--- src/rtl/bp_pkg.sv ---
package bp_pkg;

    typedef enum logic [1:0] {
        CTR_SNT = 2'b00,
        CTR_WNT = 2'b01,
        CTR_WT  = 2'b10,
        CTR_ST  = 2'b11
    } ctr_state_e;

    localparam ctr_state_e CTR_RESET = CTR_WNT;

endpackage

--- src/rtl/bp_index.sv ---
module bp_index #(
    parameter int PC_W   = 32,
    parameter int HIST_W = 2,
    parameter int ADDR_W = 4,
    localparam int IDX_W = HIST_W + ADDR_W
) (
    input  logic [PC_W-1:0]   pc,
    input  logic [HIST_W-1:0] hist,
    output logic [IDX_W-1:0]  idx
);
    logic unused_pc_bits;

    // word-aligned fetch: bits [1:0] carry no information
    assign idx            = {hist, pc[ADDR_W+1:2]};
    assign unused_pc_bits = ^{pc[PC_W-1:ADDR_W+2], pc[1:0]};
endmodule

--- src/rtl/bp_history.sv ---
module bp_history #(
    parameter int HIST_W = 2
) (
    input  logic              clk,
    input  logic              rst_n,
    input  logic              shift_en,
    input  logic              bit_in,
    output logic [HIST_W-1:0] hist
);
    logic [HIST_W-1:0] hist_q;

    generate
        if (HIST_W == 1) begin : g_one
            always_ff @(posedge clk) begin
                if (!rst_n)        hist_q <= '0;
                else if (shift_en) hist_q <= bit_in;
            end
        end else begin : g_multi
            always_ff @(posedge clk) begin
                if (!rst_n)        hist_q <= '0;
                else if (shift_en) hist_q <= {hist_q[HIST_W-2:0], bit_in};
            end
        end
    endgenerate

    assign hist = hist_q;
endmodule

--- src/rtl/bp_sat_counter.sv ---
module bp_sat_counter
    import bp_pkg::*;
(
    input  logic       clk,
    input  logic       rst_n,
    input  logic       train_en,
    input  logic       taken,
    output logic [1:0] state,
    output logic       guess
);
    ctr_state_e state_q, state_d;

    always_ff @(posedge clk) begin
        if (!rst_n) state_q <= CTR_RESET;
        else        state_q <= state_d;
    end

    always_comb begin
        state_d = state_q;
        if (train_en) begin
            unique case (state_q)
                CTR_SNT: state_d = taken ? CTR_WNT : CTR_SNT;
                CTR_WNT: state_d = taken ? CTR_WT  : CTR_SNT;
                CTR_WT:  state_d = taken ? CTR_ST  : CTR_WNT;
                CTR_ST:  state_d = taken ? CTR_ST  : CTR_WT;
                default: state_d = CTR_RESET;
            endcase
        end
    end

    always_comb begin
        unique case (state_q)
            CTR_SNT, CTR_WNT: guess = 1'b0;
            CTR_WT,  CTR_ST:  guess = 1'b1;
            default:          guess = 1'b0;
        endcase
    end

    assign state = state_q;
endmodule

--- src/rtl/bp_counter_table.sv ---
module bp_counter_table #(
    parameter int IDX_W    = 6,
    localparam int DEPTH   = 1 << IDX_W
) (
    input  logic               clk,
    input  logic               rst_n,
    input  logic [IDX_W-1:0]   rd_idx,
    output logic               rd_taken,
    input  logic               wr_en,
    input  logic [IDX_W-1:0]   wr_idx,
    input  logic               wr_taken,
    output logic [1:0]         wr_state,
    output logic [2*DEPTH-1:0] ctr_flat
);
    logic [DEPTH-1:0] guess_vec;

    for (genvar i = 0; i < DEPTH; i++) begin : g_entry
        bp_sat_counter u_ctr (
            .clk      (clk),
            .rst_n    (rst_n),
            .train_en (wr_en && (wr_idx == IDX_W'(i))),
            .taken    (wr_taken),
            .state    (ctr_flat[2*i +: 2]),
            .guess    (guess_vec[i])
        );
    end

    // reads see registered state, so same-cycle update is not visible
    assign rd_taken = guess_vec[rd_idx];
    assign wr_state = ctr_flat[2*wr_idx +: 2];
endmodule

--- src/rtl/corr_branch_predictor.sv ---
module corr_branch_predictor #(
    parameter int PC_W   = 32,
    parameter int HIST_W = 2,
    parameter int ADDR_W = 4,
    localparam int IDX_W = HIST_W + ADDR_W,
    localparam int DEPTH = 1 << IDX_W
) (
    input  logic            clk,
    input  logic            rst_n,
    input  logic [PC_W-1:0] pred_pc,
    output logic            pred_taken,
    input  logic            upd_valid,
    input  logic [PC_W-1:0] upd_pc,
    input  logic            upd_taken
);
    logic [HIST_W-1:0]  hist_q;
    logic [IDX_W-1:0]   pred_idx, upd_idx;
    logic [1:0]         upd_ctr;
    logic [2*DEPTH-1:0] ctr_flat;

    bp_history #(.HIST_W(HIST_W)) u_hist (
        .clk      (clk),
        .rst_n    (rst_n),
        .shift_en (upd_valid),
        .bit_in   (upd_taken),
        .hist     (hist_q)
    );

    bp_index #(.PC_W(PC_W), .HIST_W(HIST_W), .ADDR_W(ADDR_W)) u_pidx (
        .pc   (pred_pc),
        .hist (hist_q),
        .idx  (pred_idx)
    );

    bp_index #(.PC_W(PC_W), .HIST_W(HIST_W), .ADDR_W(ADDR_W)) u_uidx (
        .pc   (upd_pc),
        .hist (hist_q),
        .idx  (upd_idx)
    );

    bp_counter_table #(.IDX_W(IDX_W)) u_tbl (
        .clk      (clk),
        .rst_n    (rst_n),
        .rd_idx   (pred_idx),
        .rd_taken (pred_taken),
        .wr_en    (upd_valid),
        .wr_idx   (upd_idx),
        .wr_taken (upd_taken),
        .wr_state (upd_ctr),
        .ctr_flat (ctr_flat)
    );
endmodule

--- config.mk ---
export PLATFORM = sky130hd
export DESIGN_NAME = corr_branch_predictor
export DESIGN_NICKNAME = d
export VERILOG_FILES = /design/src/rtl/bp_pkg.sv /design/src/rtl/bp_index.sv /design/src/rtl/bp_history.sv /design/src/rtl/bp_sat_counter.sv /design/src/rtl/bp_counter_table.sv /design/src/rtl/corr_branch_predictor.sv
export SDC_FILE = /design/constraint.sdc
export NUM_CORES = 1
export LEC_CHECK = 0
export ABC_AREA = 1
export BUFFER_PORTS_ARGS = -buffer_cell sky130_fd_sc_hd__clkbuf_2
export CORE_MARGIN = 2
export CORE_UTILIZATION = 40
export CTS_BUF_LIST = sky130_fd_sc_hd__clkbuf_16
export CTS_CLUSTER_SIZE = 14
export DETAILED_ROUTE_END_ITERATION = 16
export GPL_ROUTABILITY_DRIVEN = 0
export HOLD_SLACK_MARGIN = 0.03
export PLACE_DENSITY_LB_ADDON = 0.3
export RECOVER_POWER = 25
export SETUP_SLACK_MARGIN = 0.02
export SYNTH_ARGS = -nofsm -noshare
export SYNTH_HDL_FRONTEND = slang
export SYNTH_SLANG_ARGS = --single-unit
--- constraint.sdc ---
create_clock -name clk -period 2.1 [get_ports clk]
set_clock_uncertainty 0.1 [all_clocks]
set_input_delay 0.21 -clock clk [delete_from_list [all_inputs] [get_ports clk]]
set_output_delay 0.21 -clock clk [all_outputs]
set_load 0.01 [all_outputs]
# ---- Yosys cells after proc, flatten, opt, wreduce, memory -nomap -nowiden
# Cells that the tools add are included.
dict set report word_totals {
  ff_bits 130
  out_inout_bits 1
  word_cells 712
}
dict set report classes {
  magnitude_cmp 1
  eq_ne 255
  mux 134
  reduce_logical 257
}
# operator n
set ops {}
lappend ops {{$pmux 2 s4} 64}
lappend ops {{$eq 2x2->1 const B} 128}
lappend ops {{$reduce_or 2->1} 128}
lappend ops {{$eq 6x6->1 const B} 32}
lappend ops {{$eq 2x1->1 const B} 64}
lappend ops {{$logic_not 2->1} 64}
lappend ops {{$pmux 1 s2} 64}
lappend ops {{$eq 6x5->1 const B} 16}
lappend ops {{$logic_and 1x1->1} 64}
lappend ops {{$eq 6x4->1 const B} 8}
lappend ops {{$eq 6x3->1 const B} 4}
lappend ops {{$eq 6x2->1 const B} 2}
lappend ops {{$lt 6x7->1 const B} 1}
lappend ops {{$bmux 1 s6} 1}
lappend ops {{$eq 6x1->1 const B} 1}
lappend ops {{$logic_not 6->1} 1}
lappend ops {{$mux 2} 2}
lappend ops {{$mux 1} 3}

# ---- Logic depth before layout (Yosys ltp)
dict set report depth {
  word_depth 5
  depth_mapped 12
  depth_no_buf 10
}

# ---- Hierarchy
# A second synthesis with hierarchy kept.
dict set report unflattened {
  hier_cells 1808
  area_unflattened_um2 10274.9
}
# module instances cells_per_inst area_each_um2
set modules_own_cells {}
lappend modules_own_cells {bp_sat_counter 64 18 118.9}
lappend modules_own_cells {bp_counter_table 1 632 2497.4}
lappend modules_own_cells {bp_index 2 6 45.0}
lappend modules_own_cells {bp_history 1 12 80.1}

# ---- Worst setup path before layout
# Ideal clock, no wire load.
dict set report synth_timing {
  path_kind {input to output}
  from {input port pred_pc[2]}
  to {output port pred_taken}
  arrival_ns 1.195
  t_required_ns 1.790
  path_slack_ns 0.595
  path_stages 11
  path_buffers 2
  cell_sequence {buf_2 > clkbuf_1 > nand2_1 > nand3_1 > nand3_1 > nand3_1 > nand2_1 > nand2_1 > nand2_1 > inv_1 > nand2_1}
}
dict set report synth_between {
  elab_chain_cells 2
}
# element line_no
set synth_lines {}
lappend synth_lines {{start, declared} corr_branch_predictor.sv:10} ;# input logic [PC_W-1:0] pred_pc,
lappend synth_lines {{$bmux 1 s6} bp_counter_table.sv:29} ;# assign rd_taken = guess_vec[rd_idx];
lappend synth_lines {{$mux 1 (not written as such)} bp_counter_table.sv:29}
lappend synth_lines {{end, declared} corr_branch_predictor.sv:11} ;# output logic pred_taken,
# No other way between the ends. The select of a mux whose other input is x is not followed.

# ---- Worst setup path after layout
dict set report layout_timing {
  from {register u_tbl.g_entry[51].u_ctr.state_q[1]}
  to {output port pred_taken}
}
dict set report layout_between {
  elab_chain_cells 5
}
# element line_no
set layout_lines {}
lappend layout_lines {{start, declared} bp_sat_counter.sv:11} ;# ctr_state_e state_q, state_d;
lappend layout_lines {{start signal, assigned} bp_sat_counter.sv:15} ;# else state_q <= state_d;
lappend layout_lines {{$eq 2x2->1 (tied with other cells)} bp_sat_counter.sv:32} ;# unique case (state_q)
lappend layout_lines {{$reduce_or 2->1} bp_sat_counter.sv:32}
lappend layout_lines {{$pmux 1 s2 (*)} bp_sat_counter.sv:32}
lappend layout_lines {{$bmux 1 s6 (*)} bp_counter_table.sv:29}
lappend layout_lines {{$mux 1 (not written as such) (*)} bp_counter_table.sv:29}
# Mark *: on every way between the ends. The rest lies on a longest branch, timed or not. The select of a mux whose other input is x is not followed.

==> results.py <==
metrics = {
    "outcome": {
        "status": "complete, no violations",
    },
    "final_layout": {
        "diodes": 0,
        "fillers": 1785,
        "finalNetCount": 1120,
        "instances_no_fill": 1288,
        "syn2layout_area_growth_pct": 12.6,
        "final_layout_size_suffix_gt1_share_pct": 7.15,
    },
    "logic_synthesis": {
        "synthTopCellsByArea": "dfxtp_1 38%, nand2_1 12%, o21ai_0 9.5%, a21oi_1 7.9%, inv_1 7.7%",
        "ys_seq_elements": 130,
        "syn_area_per_cell_um2": 6.59,
        "syn_area_um2": 6920,
        "synth_top_area_share_pct": 37.6,
        "synth_top_family_by_area": "compound AO/OA/AOI/OAI gates",
        "synth_xor_area_share_pct": 0,
        "synth_fp_nets": 1118,
        "synth_top_cell_by_area": "dfxtp_1",
        "synth-compound-area-share_pct": 27.3,
        "synth-simple-area-share_pct": 23.4,
        "synth.mux.area_fraction_pct": 0,
        "synth_adder_area_share_pct": 0.868,
        "synthCells": 1050,
        "synthDistinctLibCells": 28,
        "yosys_warnings": 0,
        "ys_seq_area_share_pct": 37.6,
    },
    "placed_design": {
        "placed_cells": 1257,
        "hpwl_um": 12300,
        "numPortBuffers": 12,
    },
    "grt": {
        "grt-ovfl-total": 0,
        "antenna_found_initial": 0,
        "grt_max_degree": 97,
        "first_global_vias": 6116,
        "grt_pass1_wl_um": 30100,
        "grt_usage_pct": 21.0,
    },
    "sta": {
        "slew_headroom_pct": 63.0,
        "fin_setup_tns_ps": 0,
        "tightest_slew_ps": 554,
        "setup_viol": 0,
        "hold_viol_final": 0,
        "fmax_mhz": 506,
        "timing.final.crit_share_pct": 94.2,
        "period_needed_ps": 1980,
        "rsz0062_at_grt": "false",
        "drv_slew": 0,
    },
    "worst_setup_path": {
        "critPathMaxFanout": 4,
        "critical-path-slowest-cell": "dfxtp_1",
        "crit_path_frequent_cell": "nand2_1",
        "max_stage_delay_ps": 370,
        "cp-start-kind": "flip-flop",
        "criticalPathCategory": "flip-flop to output port",
        "crit_path_end_kind": "output port",
        "crit_required_ps": 1790,
        "path_cells": "inv_1 > nand2_1 > nand3_1 > nand3_1 > nand3_1 > nand2_1 > nand2_1 > nand2_1 > inv_1 > nand2_1 > buf_2",
        "cp.arrival_ps": 1670,
    },
    "detailed_routing": {
        "drtAntennaViolNets": 0,
        "drc": 0,
        "avgViaCountPerCell": 5.29,
        "drt_iter0_markers": 483,
        "drt_wl_total_um": 18600,
        "vias": 6814,
        "dr.pass1.iters": 7,
        "wl_per_cell_um": 14.5,
    },
    "cts": {
        "insertion_delay_ps": 430,
        "path_clk_slew_ps": 50,
        "root_buffer": "clkbuf_16",
        "cts_num_sinks": 130,
        "htreeDepth": 4,
        "cts_tree": "built",
        "numCtsBuffers": 17,
        "clockBufferDepth": 2,
    },
    "floorplanning": {
        "die_w_um": 136,
        "die_y_um": 136,
        "initial_core_util_pct": 40.4,
        "dieArea_um2": 18400,
        "rows": 48,
        "ios": 69,
        "fp.coreArea_um2": 17100,
    },
    "worst_hold_path": {
        "hp-class": "input port to flip-flop",
    },
    "power_and_ir_drop": {
        "p_per_area_nw_per_um2": 713,
        "vdd_drop_max_mv": 0.538,
        "power.leakage_uw": 0.00341,
    },
    "job": {
        "cap_violations": 0,
    },
}
[logic make-up after synthesis]
family                     count (synthesis)
and+or+nand+nor                          393
DFF                                      130
buffers and inverters                    193
adders and majority gates                  6
AOI/OAI and AO/OA                        328
[flip-flops by register name, indices dropped and copies added, names as in the netlist]
name,flops
u_tbl.g_entry.u_ctr.state,128
u_hist.hist,2
[cells in the mapped netlist]
master / count
o21ai_0: 132
dfxtp_1: 130
buf_4: 1
nor2_1: 89
o22ai_1: 1
a211oi_1: 3
buf_2: 14
inv_4: 1
inv_2: 5
a31oi_1: 3
buf_1: 3
maj3_1: 6
inv_1: 142
o21a_1: 1
o311ai_1: 3
a21oi_1: 109
a221oi_1: 6
nand2_1: 217
buf_6: 1
nor2_4: 4
o21ai_1: 1
o311ai_0: 13
clkbuf_1: 26
nand3_1: 76
o211ai_1: 55
a221oi_2: 1
nand2_2: 5
nor2_2: 2
[power breakdown]
| part | total [uW] | switching [uW] | internal, uW | leakage [uW] |
|---|---|---|---|---|
| Sequential | 2500 | 16.3 | 2490 | 0.00105 |
| Combinational | 422 | 303 | 119 | 0.00209 |
| Clock | 2630 | 1070 | 1560 | 0.000265 |
| Total | 5560 | 1390 | 4170 | 0.00341 |
[cell usage in the layout (no fill, tap or decap), types with 4 or more instances in the layout]
cell	n
a221oi_1	6
inv_2	6
maj3_1	6
o211ai_1	55
clkinv_2	5
clkbuf_2	8
nor2_1	91
nand3_2	5
inv_1	144
a21oi_1	109
nand3_1	71
dfxtp_2	7
nand2_2	4
clkinv_1	4
o311ai_0	14
buf_12	6
buf_4	8
nand2_1	218
clkbuf_16	17
dfxtp_1	123
o21ai_0	132
nor2_4	4
[routing by layer]
layer  wire [um]  vias up  global-route usage (%)
li1            -     3520                       -
met3         926       26                    5.91
met5           0        -                       0
met4         327        0                    7.00
met2        8390      146                    32.9
met1        9000     3122                    28.0
[final cells by class]
cell class	count	area [um2]	share of cell area (%)
clock buffer	17	425	5.46
tap	225	282	3.61
sequential	130	2610	33.5
multi-input combinational	727	3580	46.0
timing repair buffer	28	253	3.24
clock inverter	13	81.3	1.04
inverter	148	558	7.16
[what timing repair did]
action                     in CTS  in global routing
setup endpoints to repair       0                  1
resized for setup               0                 14
buffers inserted                0                  0
hold buffers                    1                  0
hold endpoints to repair        1                  0
[worst max-delay path: cells and delay by family, from the launching register on]
family	cells	cell delay (ps)
and+or+nand+nor	8	630
DFF	1	370
buffers and inverters	3	240
[through the flow]
stage,hold slack [ps],power [uW],cell area (um2),util (%),setup slack (ps)
CTS,135,5590,7770,45.4,89.2
finish,148,5560,7790,45.5,122
detailed placement,362,2970,7250,42.4,307
global route,140,5760,7790,45.5,3.59
floorplan,205,2820,6920,-,595
global placement,353,2970,7250,42.4,307
[worst paths after layout]
check	startpoint	to	slack, ps	depth (start not counted)
setup / recovery	u_tbl.g_entry[51].u_ctr.state[1]$_SDFFE_PN0P_	pred_taken	120	11
hold / removal	rst_n	u_tbl.g_entry[9].u_ctr.state[0]$_SDFFE_PN1P_	150	3
setup reg to reg	u_hist.hist[0]$_SDFFE_PN0P_	u_tbl.g_entry[13].u_ctr.state[0]$_SDFFE_PN1P_	280	5
hold reg to reg	u_tbl.g_entry[36].u_ctr.state[0]$_SDFFE_PN1P_	u_tbl.g_entry[36].u_ctr.state[0]$_SDFFE_PN1P_	370	2
Note: power is estimated with default switching activity, not from simulation.
